--- config.mk ---
export PLATFORM = sky130hd
export DESIGN_NAME = tile_addr_gen
export DESIGN_NICKNAME = d
export VERILOG_FILES = /design/src/rtl/tagen_pkg.sv /design/src/rtl/tagen_ctrl.sv /design/src/rtl/tagen_walk.sv /design/src/rtl/tagen_addr.sv /design/src/rtl/tile_addr_gen.sv
export SDC_FILE = /design/constraint.sdc
export NUM_CORES = 1
export LEC_CHECK = 0
export BUFFER_PORTS_ARGS = -buffer_cell sky130_fd_sc_hd__clkbuf_2
export CAP_MARGIN = 10
export CORE_AREA = 5 5 165 167
export CTS_BUF_LIST = sky130_fd_sc_hd__clkbuf_16
export CTS_CLUSTER_SIZE = 10
export DETAILED_ROUTE_END_ITERATION = 8
export DIE_AREA = 0 0 170 172
export PLACE_DENSITY = 0.72
export SYNTH_ARGS = -nofsm -noshare
export SYNTH_HDL_FRONTEND = slang
export SYNTH_HIERARCHICAL = 1
export SYNTH_SLANG_ARGS = --single-unit
--- constraint.sdc ---
create_clock -name clk -period 17.02 [get_ports clk]
set_input_delay 0.851 -clock clk [delete_from_list [all_inputs] [get_ports clk]]
set_output_delay 0.851 -clock clk [all_outputs]
set_load 0.02 [all_outputs]
--- src/rtl/tagen_pkg.sv ---
`timescale 1ns/1ps
package tagen_pkg;

    localparam int DIM_W  = 9;
    localparam int ADDR_W = 2 * DIM_W;

    typedef enum logic {
        WALK_ACROSS = 1'b0,
        WALK_DOWN   = 1'b1
    } walk_e;

    typedef struct packed {
        logic [DIM_W-1:0] rows;
        logic [DIM_W-1:0] cols;
        logic [DIM_W-1:0] trows;
        logic [DIM_W-1:0] tcols;
        walk_e            walk;
    } cfg_t;

    typedef struct packed {
        logic [DIM_W-1:0] rbase;
        logic [DIM_W-1:0] cbase;
        logic [DIM_W-1:0] er;
        logic [DIM_W-1:0] ec;
    } pos_t;

    function automatic logic cfg_ok(cfg_t c);
        if (c.rows == '0 || c.cols == '0 || c.trows == '0 || c.tcols == '0)
            return 1'b0;
        return ((c.rows % c.trows) == '0) && ((c.cols % c.tcols) == '0);
    endfunction

endpackage

--- src/rtl/tagen_ctrl.sv ---
`timescale 1ns/1ps
module tagen_ctrl
    import tagen_pkg::*;
(
    input  logic clk,
    input  logic rst,
    input  logic start,
    input  cfg_t cfg_in,
    input  logic done,
    output logic busy,
    output logic load,
    output logic cfg_err,
    output cfg_t cfg_q
);

    logic ok;

    assign ok   = cfg_ok(cfg_in);
    assign load = start && !busy && ok;

    always_ff @(posedge clk) begin
        if (rst) begin
            busy    <= 1'b0;
            cfg_err <= 1'b0;
            cfg_q   <= '0;
        end else begin
            if (load) begin
                busy  <= 1'b1;
                cfg_q <= cfg_in;
            end else if (done) begin
                busy  <= 1'b0;
            end
            if (start && !busy)
                cfg_err <= !ok;
        end
    end


    cfg_frozen_chk: assert property (@(posedge clk) disable iff (rst)
        busy |=> $stable(cfg_q));


    err_idle_chk: assert property (@(posedge clk) disable iff (rst)
        cfg_err |-> !busy);

endmodule

--- src/rtl/tagen_walk.sv ---
`timescale 1ns/1ps
module tagen_walk
    import tagen_pkg::*;
(
    input  logic clk,
    input  logic rst,
    input  logic load,
    input  logic adv,
    input  cfg_t cfg,
    output pos_t pos,
    output logic tile_last,
    output logic frame_last
);

    localparam logic [DIM_W-1:0] ONE = DIM_W'(1);

    pos_t           pos_q, pos_d;
    logic [DIM_W:0] rnext, cnext;
    logic           row_end, col_end, ec_end, er_end;

    assign rnext   = {1'b0, pos_q.rbase} + {1'b0, cfg.trows};
    assign cnext   = {1'b0, pos_q.cbase} + {1'b0, cfg.tcols};
    assign row_end = (rnext == {1'b0, cfg.rows});
    assign col_end = (cnext == {1'b0, cfg.cols});
    assign ec_end  = (pos_q.ec == cfg.tcols - ONE);
    assign er_end  = (pos_q.er == cfg.trows - ONE);

    assign tile_last  = ec_end && er_end;
    assign frame_last = tile_last && row_end && col_end;
    assign pos        = pos_q;

    always_comb begin
        pos_d = pos_q;
        if (!ec_end) begin
            pos_d.ec = pos_q.ec + ONE;
        end else begin
            pos_d.ec = '0;
            if (!er_end) begin
                pos_d.er = pos_q.er + ONE;
            end else begin
                pos_d.er = '0;
                if (cfg.walk == WALK_ACROSS) begin
                    if (!col_end) begin
                        pos_d.cbase = cnext[DIM_W-1:0];
                    end else begin
                        pos_d.cbase = '0;
                        pos_d.rbase = row_end ? '0 : rnext[DIM_W-1:0];
                    end
                end else begin
                    if (!row_end) begin
                        pos_d.rbase = rnext[DIM_W-1:0];
                    end else begin
                        pos_d.rbase = '0;
                        pos_d.cbase = col_end ? '0 : cnext[DIM_W-1:0];
                    end
                end
            end
        end
    end

    always_ff @(posedge clk) begin
        if (rst || load)
            pos_q <= '0;
        else if (adv)
            pos_q <= pos_d;
    end


    pos_hold_chk: assert property (@(posedge clk) disable iff (rst)
        (!adv && !load) |=> $stable(pos_q));


    tile_wrap_chk: assert property (@(posedge clk) disable iff (rst)
        (adv && tile_last && !load) |=> (pos_q.er == '0 && pos_q.ec == '0));

endmodule

--- src/rtl/tagen_addr.sv ---
`timescale 1ns/1ps
module tagen_addr
    import tagen_pkg::*;
(
    input  pos_t              pos,
    input  logic [DIM_W-1:0]  cols,
    output logic [ADDR_W-1:0] addr
);

    logic [DIM_W-1:0]  row_idx;
    logic [DIM_W-1:0]  col_idx;
    logic [ADDR_W-1:0] row_off;

    assign row_idx = pos.rbase + pos.er;
    assign col_idx = pos.cbase + pos.ec;
    assign row_off = ADDR_W'(row_idx) * ADDR_W'(cols);
    assign addr    = row_off + ADDR_W'(col_idx);

endmodule

--- src/rtl/tile_addr_gen.sv ---
`timescale 1ns/1ps
module tile_addr_gen
    import tagen_pkg::*;
(
    input  logic              clk,
    input  logic              rst,
    input  logic              start,
    input  logic [DIM_W-1:0]  cfg_rows,
    input  logic [DIM_W-1:0]  cfg_cols,
    input  logic [DIM_W-1:0]  cfg_tile_rows,
    input  logic [DIM_W-1:0]  cfg_tile_cols,
    input  logic              cfg_walk_down,
    input  logic              addr_ready,
    output logic              addr_valid,
    output logic [ADDR_W-1:0] addr,
    output logic              tile_last,
    output logic              frame_last,
    output logic              busy,
    output logic              cfg_err
);

    cfg_t cfg_in, cfg_q;
    pos_t pos;
    logic load, adv, t_last, f_last;

    assign cfg_in = '{rows:  cfg_rows,  cols:  cfg_cols,
                      trows: cfg_tile_rows, tcols: cfg_tile_cols,
                      walk:  walk_e'(cfg_walk_down)};

    assign adv = busy && addr_ready;

    tagen_ctrl u_ctrl (
        .clk     (clk),
        .rst     (rst),
        .start   (start),
        .cfg_in  (cfg_in),
        .done    (adv && f_last),
        .busy    (busy),
        .load    (load),
        .cfg_err (cfg_err),
        .cfg_q   (cfg_q)
    );

    tagen_walk u_walk (
        .clk        (clk),
        .rst        (rst),
        .load       (load),
        .adv        (adv),
        .cfg        (cfg_q),
        .pos        (pos),
        .tile_last  (t_last),
        .frame_last (f_last)
    );

    tagen_addr u_addr (
        .pos  (pos),
        .cols (cfg_q.cols),
        .addr (addr)
    );

    assign addr_valid = busy;
    assign tile_last  = busy && t_last;
    assign frame_last = busy && f_last;


    first_addr_chk: assert property (@(posedge clk) disable iff (rst)
        $rose(addr_valid) |-> (addr == '0));


    stall_hold_chk: assert property (@(posedge clk) disable iff (rst)
        (addr_valid && !addr_ready) |=> (addr_valid && $stable(addr) && $stable(tile_last)));


    frame_end_chk: assert property (@(posedge clk) disable iff (rst)
        (addr_valid && addr_ready && frame_last) |=> !addr_valid);


    last_nest_chk: assert property (@(posedge clk) disable iff (rst)
        frame_last |-> tile_last);


    addr_range_chk: assert property (@(posedge clk) disable iff (rst)
        addr_valid |-> (addr < ADDR_W'(cfg_q.rows) * ADDR_W'(cfg_q.cols)));

endmodule

**Yosys cells after proc, flatten, opt, wreduce, memory -nomap -nowiden**

Cells that the tools add are included.

- Shift-type cells: 0
- Multiplexer cells: 12
- Bitwise operators: 0
- Divide/modulo/power cells: 2
- $lt $le $gt $ge: 0
- $mul: 1
- Reduce and logical (&&, ||, !) cells: 27
- Add/sub/neg operators: 9
- Eq/ne operators: 5

Operator list:

| operator | number |
|---|---|
| $logic_not 9->1 | 6 |
| $mux 9 | 6 |
| $add 9x9->10 | 2 |
| $eq 10x9->1 | 2 |
| $add 18x9->18 | 1 |
| $add 9x1->9 const B | 2 |
| $add 9x9->9 | 2 |
| $eq 9x9->1 | 2 |
| $mod 9x9->9 | 2 |
| $mul 9x9->18 | 1 |
| $mux 18 | 1 |
| $sub 9x1->9 const B | 2 |
| $logic_and 1x1->1 | 10 |
| $reduce_and 4->1 | 2 |
| $mux 1 | 5 |
| $logic_or 1x1->1 | 4 |
| $reduce_bool 2->1 | 2 |
| $logic_not 1->1 | 2 |
| $ne 2x1->1 const B | 1 |
| $reduce_and 2->1 | 1 |

- Register bits after elaboration: 75
- Bits in writable memories: 0
- Memories: 0
- Bits in latches: 0
- Word-level logic and storage cells: 67
- Memory bits (read-only): 0

**Longest topological paths before layout**

- Word-level depth: 8
- Gate-level depth with buffers: 65

**By module**

Netlist, hierarchy kept.

By module, submodules not included:

| module | times used | area each (um^2) | sequential area each (um^2) | cells each |
|---|---|---|---|---|
| tagen_ctrl | 1 | 6485.0 | 780.7 | 890 |
| tagen_addr | 1 | 3852.4 | 0.0 | 469 |
| tagen_walk | 1 | 3485.8 | 720.7 | 431 |
| tile_addr_gen | 1 | 36.3 | 0.0 | 5 |

**Worst setup path after synthesis**

No wires, ideal clock.

- Path kind: input to register
- Start point: input port cfg_tile_rows[6]
- End point: register u_walk.pos_q (netlist bit u_walk/pos[0])
- Required time: 16.887 ns
- Stages: 58
- Arrival: 14.038 ns
- Slack: 2.850 ns
- Path through: nor4_2 -> a31oi_1 -> a31oi_1 -> ha_1 -> or3_1 -> nand2_1 -> o21ai_0 -> ha_1 -> o211ai_1 -> a2111oi_4 -> mux2_2 -> ha_1 -> or3_1 -> o22ai_1 -> or2_0 -> a21o_1 -> ha_1 -> or3_1 -> [... 22 more ...] -> clkbuf_1 -> nand2_1 -> o21ai_0 -> ha_1 -> nor2b_1 -> o31a_1 -> o41a_1 -> o21a_1 -> o22a_1 -> a21oi_1 -> nand4_1 -> or4_1 -> buf_6 -> nor2_1 -> nor2_1 -> clkbuf_1 -> o21ai_1 -> nor2_1

- Cells in the longest elaborated chain, start to end: 7
- Elaborated cells on any way between the ends: 10
- Classes of those cells: div (1); mux (2); reduce/logical (7)

Ends and longest elaborated chain:

| item | line | RTL |
|---|---|---|
| start: declaration | tile_addr_gen.sv:10 | `input logic [DIM_W-1:0] cfg_tile_rows,` |
| branches (longest 4 deep; another with $mod 9x9->9) | - |  |
| $mux 1 (*) | tagen_pkg.sv:30 | `return ((c.rows % c.trows) == '0) && ((c.cols % c.tcols) == '0);` |
| $logic_and 1x1->1 (*) | tagen_ctrl.sv:19 | `assign load = start && !busy && ok;` |
| net load | tile_addr_gen.sv:24 | `logic load, adv, t_last, f_last;` |
| $logic_or 1x1->1 (*) | tagen_walk.sv:62 | `if (rst \|\| load)` |
| end signal: assignment | tagen_walk.sv:65 | `pos_q <= pos_d;` |
| end: declaration | tagen_walk.sv:17 | `pos_t pos_q, pos_d;` |

Mark *: on every way through the listed nets, which the timed path passes.
A chain may end at the register's enable or synchronous reset.

**Worst setup path after layout**

- Start point: input port cfg_tile_cols[8]
- End point: register u_walk.pos_q (netlist bit u_walk/pos[28])

- Cells in the longest elaborated chain, start to end: 6
- Elaborated cells on any way between the ends: 9
- Classes of those cells: div (1); mux (2); reduce/logical (6)

Ends and longest elaborated chain:

| item | line | RTL |
|---|---|---|
| start: declaration | tile_addr_gen.sv:11 | `input logic [DIM_W-1:0] cfg_tile_cols,` |
| $mod 9x9->9 or $logic_not 9->1 (tied branches) | tagen_pkg.sv:30, tagen_pkg.sv:28 |  |
| $logic_not 9->1 or $logic_or 1x1->1 (tied branches) | tagen_pkg.sv:30, tagen_pkg.sv:28 |  |
| $logic_and 1x1->1 or $mux 1 (tied branches) | tagen_pkg.sv:30, tagen_pkg.sv:28 |  |
| $mux 1 (*) | tagen_pkg.sv:30 |  |
| $logic_and 1x1->1 (*) | tagen_ctrl.sv:19 |  |
| net load | tile_addr_gen.sv:24 |  |
| $logic_or 1x1->1 (*) | tagen_walk.sv:62 |  |

Mark *: on every way through the listed nets, which the timed path passes. The rest lies on a longest branch.

==> key figures <==
Status
  • Status: finished clean

Timing
  • Final setup TNS: 0 ns
  • Clock Skew: roughly 0.0086 ns
  • RSZ-0062 raised after global routing: no
  • Final hold viol count: 0
  • Minimum clock period: 15.73 ns
  • FMAX: ~64 MHz
  • Final Cycle Share: 0.924
  • Hold slack: just under 0.5 ns
  • Max_slew headroom: 0.198
  • Final setup viols: 0
  • Max-slew violation count: 0
  • Tightest Pin Transition: around 1.2 ns

Clock tree
  • CTS clk-pin slew, worst paths: 0.06 ns
  • CTS tree: done
  • Clock Path Buffers: 2
  • CTS Buf Count: 9
  • Root Buffer Master: clkbuf_16
  • Worst skew pair latency: between 0.3 and 0.4 ns
  • Clk sinks: 75
  • Depth of the CTS H-tree: 3

Synthesis
  • Mux share of post-synthesis cell area: 0.0413
  • Yosys cell types: 100
  • Post-Synth XOR/XNOR Area: 0.0787
  • Area leader, netlist: ha_1
  • Flops & latches, synth: 75
  • Count leader, synth: ha_1
  • Ys flop type: dfxtp_1
  • Sequential fraction of the synthesis area: 0.108
  • Yosys warning count: 6
  • Dominant cells by area after synthesis: ha_1 (17%), dfxtp_1 (11%), fa_1 (8.8%), a21oi_1 (4.4%), inv_1 (4.4%)
  • Asr flop ratio synth: 0
  • Synth Area in Simple Gates: 0.235
  • Compound-Gate Fraction of Synth Area: 0.216
  • Number of synthesized flops with an enable pin: 0
  • Post-synth net total: ~2100
  • Average footprint of a synthesized cell: 7.72 sq um
  • Gate Count Post-Synth: 1795
  • Largest family of logic cells by synthesized area: adder cells
  • Synthesized cell area: 13900 sq um
  • Top-area cell type share of the netlist area: 0.165
  • Synth Area in Adders: 0.253
  • Synth cell count leaders: ha_1 (183), inv_1 (161), nand2_1 (135), a21oi_1 (122), nor2_1 (109)

GRT
  • Largest net degree at the start of global routing: 42
  • Vias in the first global route: about 13000
  • Total GRT Usage: 0.244
  • Initial antenna violation count: 0
  • Total gr overflow: 0
  • First-pass GRT wire length: just over 60000 um

Floorplanning
  • Die H: 172 um
  • Core footprint: roughly 26000 sq um
  • Die ar.: approximately 29000 sq um
  • Initial Util: 0.541
  • Ports: 64
  • Die W: roughly 170 um
  • Cell Rows: 59

Finish
  • Layout area overhead: 5.76%
  • Fill cell total of the finished layout: 2415
  • Share of cells above drive strength 1: 0.0834
  • Ant. Diodes: 0
  • Nets: between 2000 and 2500

Worst setup path
  • Worst path bufs/invs: 4
  • Crit path launch type: input port
  • Critical path endpoint category: flop
  • CP most frequent cell: ha_1
  • WP data arrival: 15.97 ns
  • Slowest CP cell: nor4_2
  • CP peak stage delay: 0.71 ns
  • Critical Path Fanout Max: 39
  • Required @ worst endpoint: around 17 ns
  • Worst path top cell family by delay: compound AO/OA/AOI/OAI gates
  • Classification of the worst setup path: input port to flop

Place
  • IO buf count: 63
  • Post-detail-place hpwl: 29000 um
  • Placer Congestion: ~0.95

Detailed routing
  • Drt drc: 0
  • Drt first pass iters: 5
  • 1st-iter DRT viols: around 960
  • Post-DR vias/cell: 6.12
  • Via count: 13100
  • Antenna Violating Nets Remaining: 0
  • Wire per inst: approximately 17 um
  • Final wirelength: about 36000 um

Run
  • Max cap viols: 0

Power
  • P_leak: between 6 and 7 nW
  • Power density over the cells: 48.7 nW/um^2
  • Maximum VDD drop: between 0.00004 and 0.00005 V

Worst hold path
  • Hold Crit Class: flop to flop
## metrics by stage
step | power [mW] | setup slack, ns | cell area, sq um | instances | util
global route | 0.760 | 0.174 | 14700 | 2145 | 0.572
finish | 0.714 | 1.29 | 14700 | 2145 | 0.572
CTS | 0.710 | 1.14 | 14600 | 2145 | 0.571
global placement | 0.505 | 1.02 | 14300 | 2129 | 0.559
detailed placement | 0.511 | 0.825 | 14300 | 2129 | 0.559
floorplan | 0.442 | 2.85 | 13900 | 1795 | -
## worst paths after layout
kind | from | end | slack (ns) | cells after the start
worst max-delay path | cfg_tile_cols[8] | u_walk/pos[28]$_SDFFE_PP0P_ | 1.29 | 58
worst min-delay path | u_walk/pos[18]$_SDFFE_PP0P_ | u_walk/pos[18]$_SDFFE_PP0P_ | 0.48 | 2
worst max register to register | u_ctrl/cfg_q[10]$_SDFFE_PP0P_ | u_walk/pos[19]$_SDFFE_PP0P_ | 12.73 | 11
worst min register to register | u_walk/pos[18]$_SDFFE_PP0P_ | u_walk/pos[18]$_SDFFE_PP0P_ | 0.48 | 2
## power breakdown
group	internal (mW)	total, mW	switching (mW)	leakage, nW
sequential	0.176	0.178	0.00173	0.604
clock	0.127	0.198	0.0715	0.159
combinational	0.126	0.338	0.212	5.90
## worst reg2reg max path: stages, from the launching register on
cell and delay (ns):
dfxtp_1 0.44, ha_1 0.25, inv_1 0.07, fa_1 0.39
nor2b_1 0.17, o21a_1 0.22, a21oi_1 0.15, o311ai_0 0.67
xnor2_1 0.28, nand4_1 0.29, a21oi_1 1.01, mux2i_1 0.27
## state kept, by name (all words and copies together) (netlist names)
register / cells
u_ctrl/busy: 1
u_walk/pos: 36
u_ctrl/cfg_q: 37
u_ctrl/cfg_err: 1
## layer usage
metal,wire length [um],part of all wire,global-route usage
met1,16400,0.46,0.322
met4,918,0.025,0.0792
met3,1490,0.041,0.0183
met2,17200,0.48,0.425
met5,0,0,0
## cell type report
class / instances / area (sq um) / share of cell area
inverter: 161 / 604 / 0.0412
clock inverter: 7 / 85.1 / 0.00580
tap: 335 / 419 / 0.0286
multi-input combinational: 1488 / 11500 / 0.781
clock buffer: 9 / 225 / 0.0154
timing repair buffer: 70 / 368 / 0.0251
sequential: 75 / 1500 / 0.102
## cells by family (layout without fill, tap and decap cells)
logic type | Yosys count | after routing
compound gates | 452 | 452
xor+xnor | 123 | 123
fa+ha+maj | 244 | 244
buf+inv | 232 | 247
flops | 75 | 75
mux | 54 | 54
simple gates | 615 | 615
## repair_timing
item,CTS,global route
gates resized for setup,0,3
setup endpoints to repair,0,47
hold buffers,0,0
buffers inserted,0,0
## cells in the final DEF, fill, tap and decap left out, drive strengths merged, types with 27 or more instances in the layout
cell,count
a21oi,123
o21a,30
nor3,57
inv,163
mux2i,39
a21o,27
xor2,57
o21ai,103
fa,61
nand3,45
nand4,63
nand2b,31
and2,27
clkbuf,72
ha,183
xnor2,65
nand2,136
nor2,111
dfxtp,75
No activity file was read; power rests on OpenSTA's default activity.
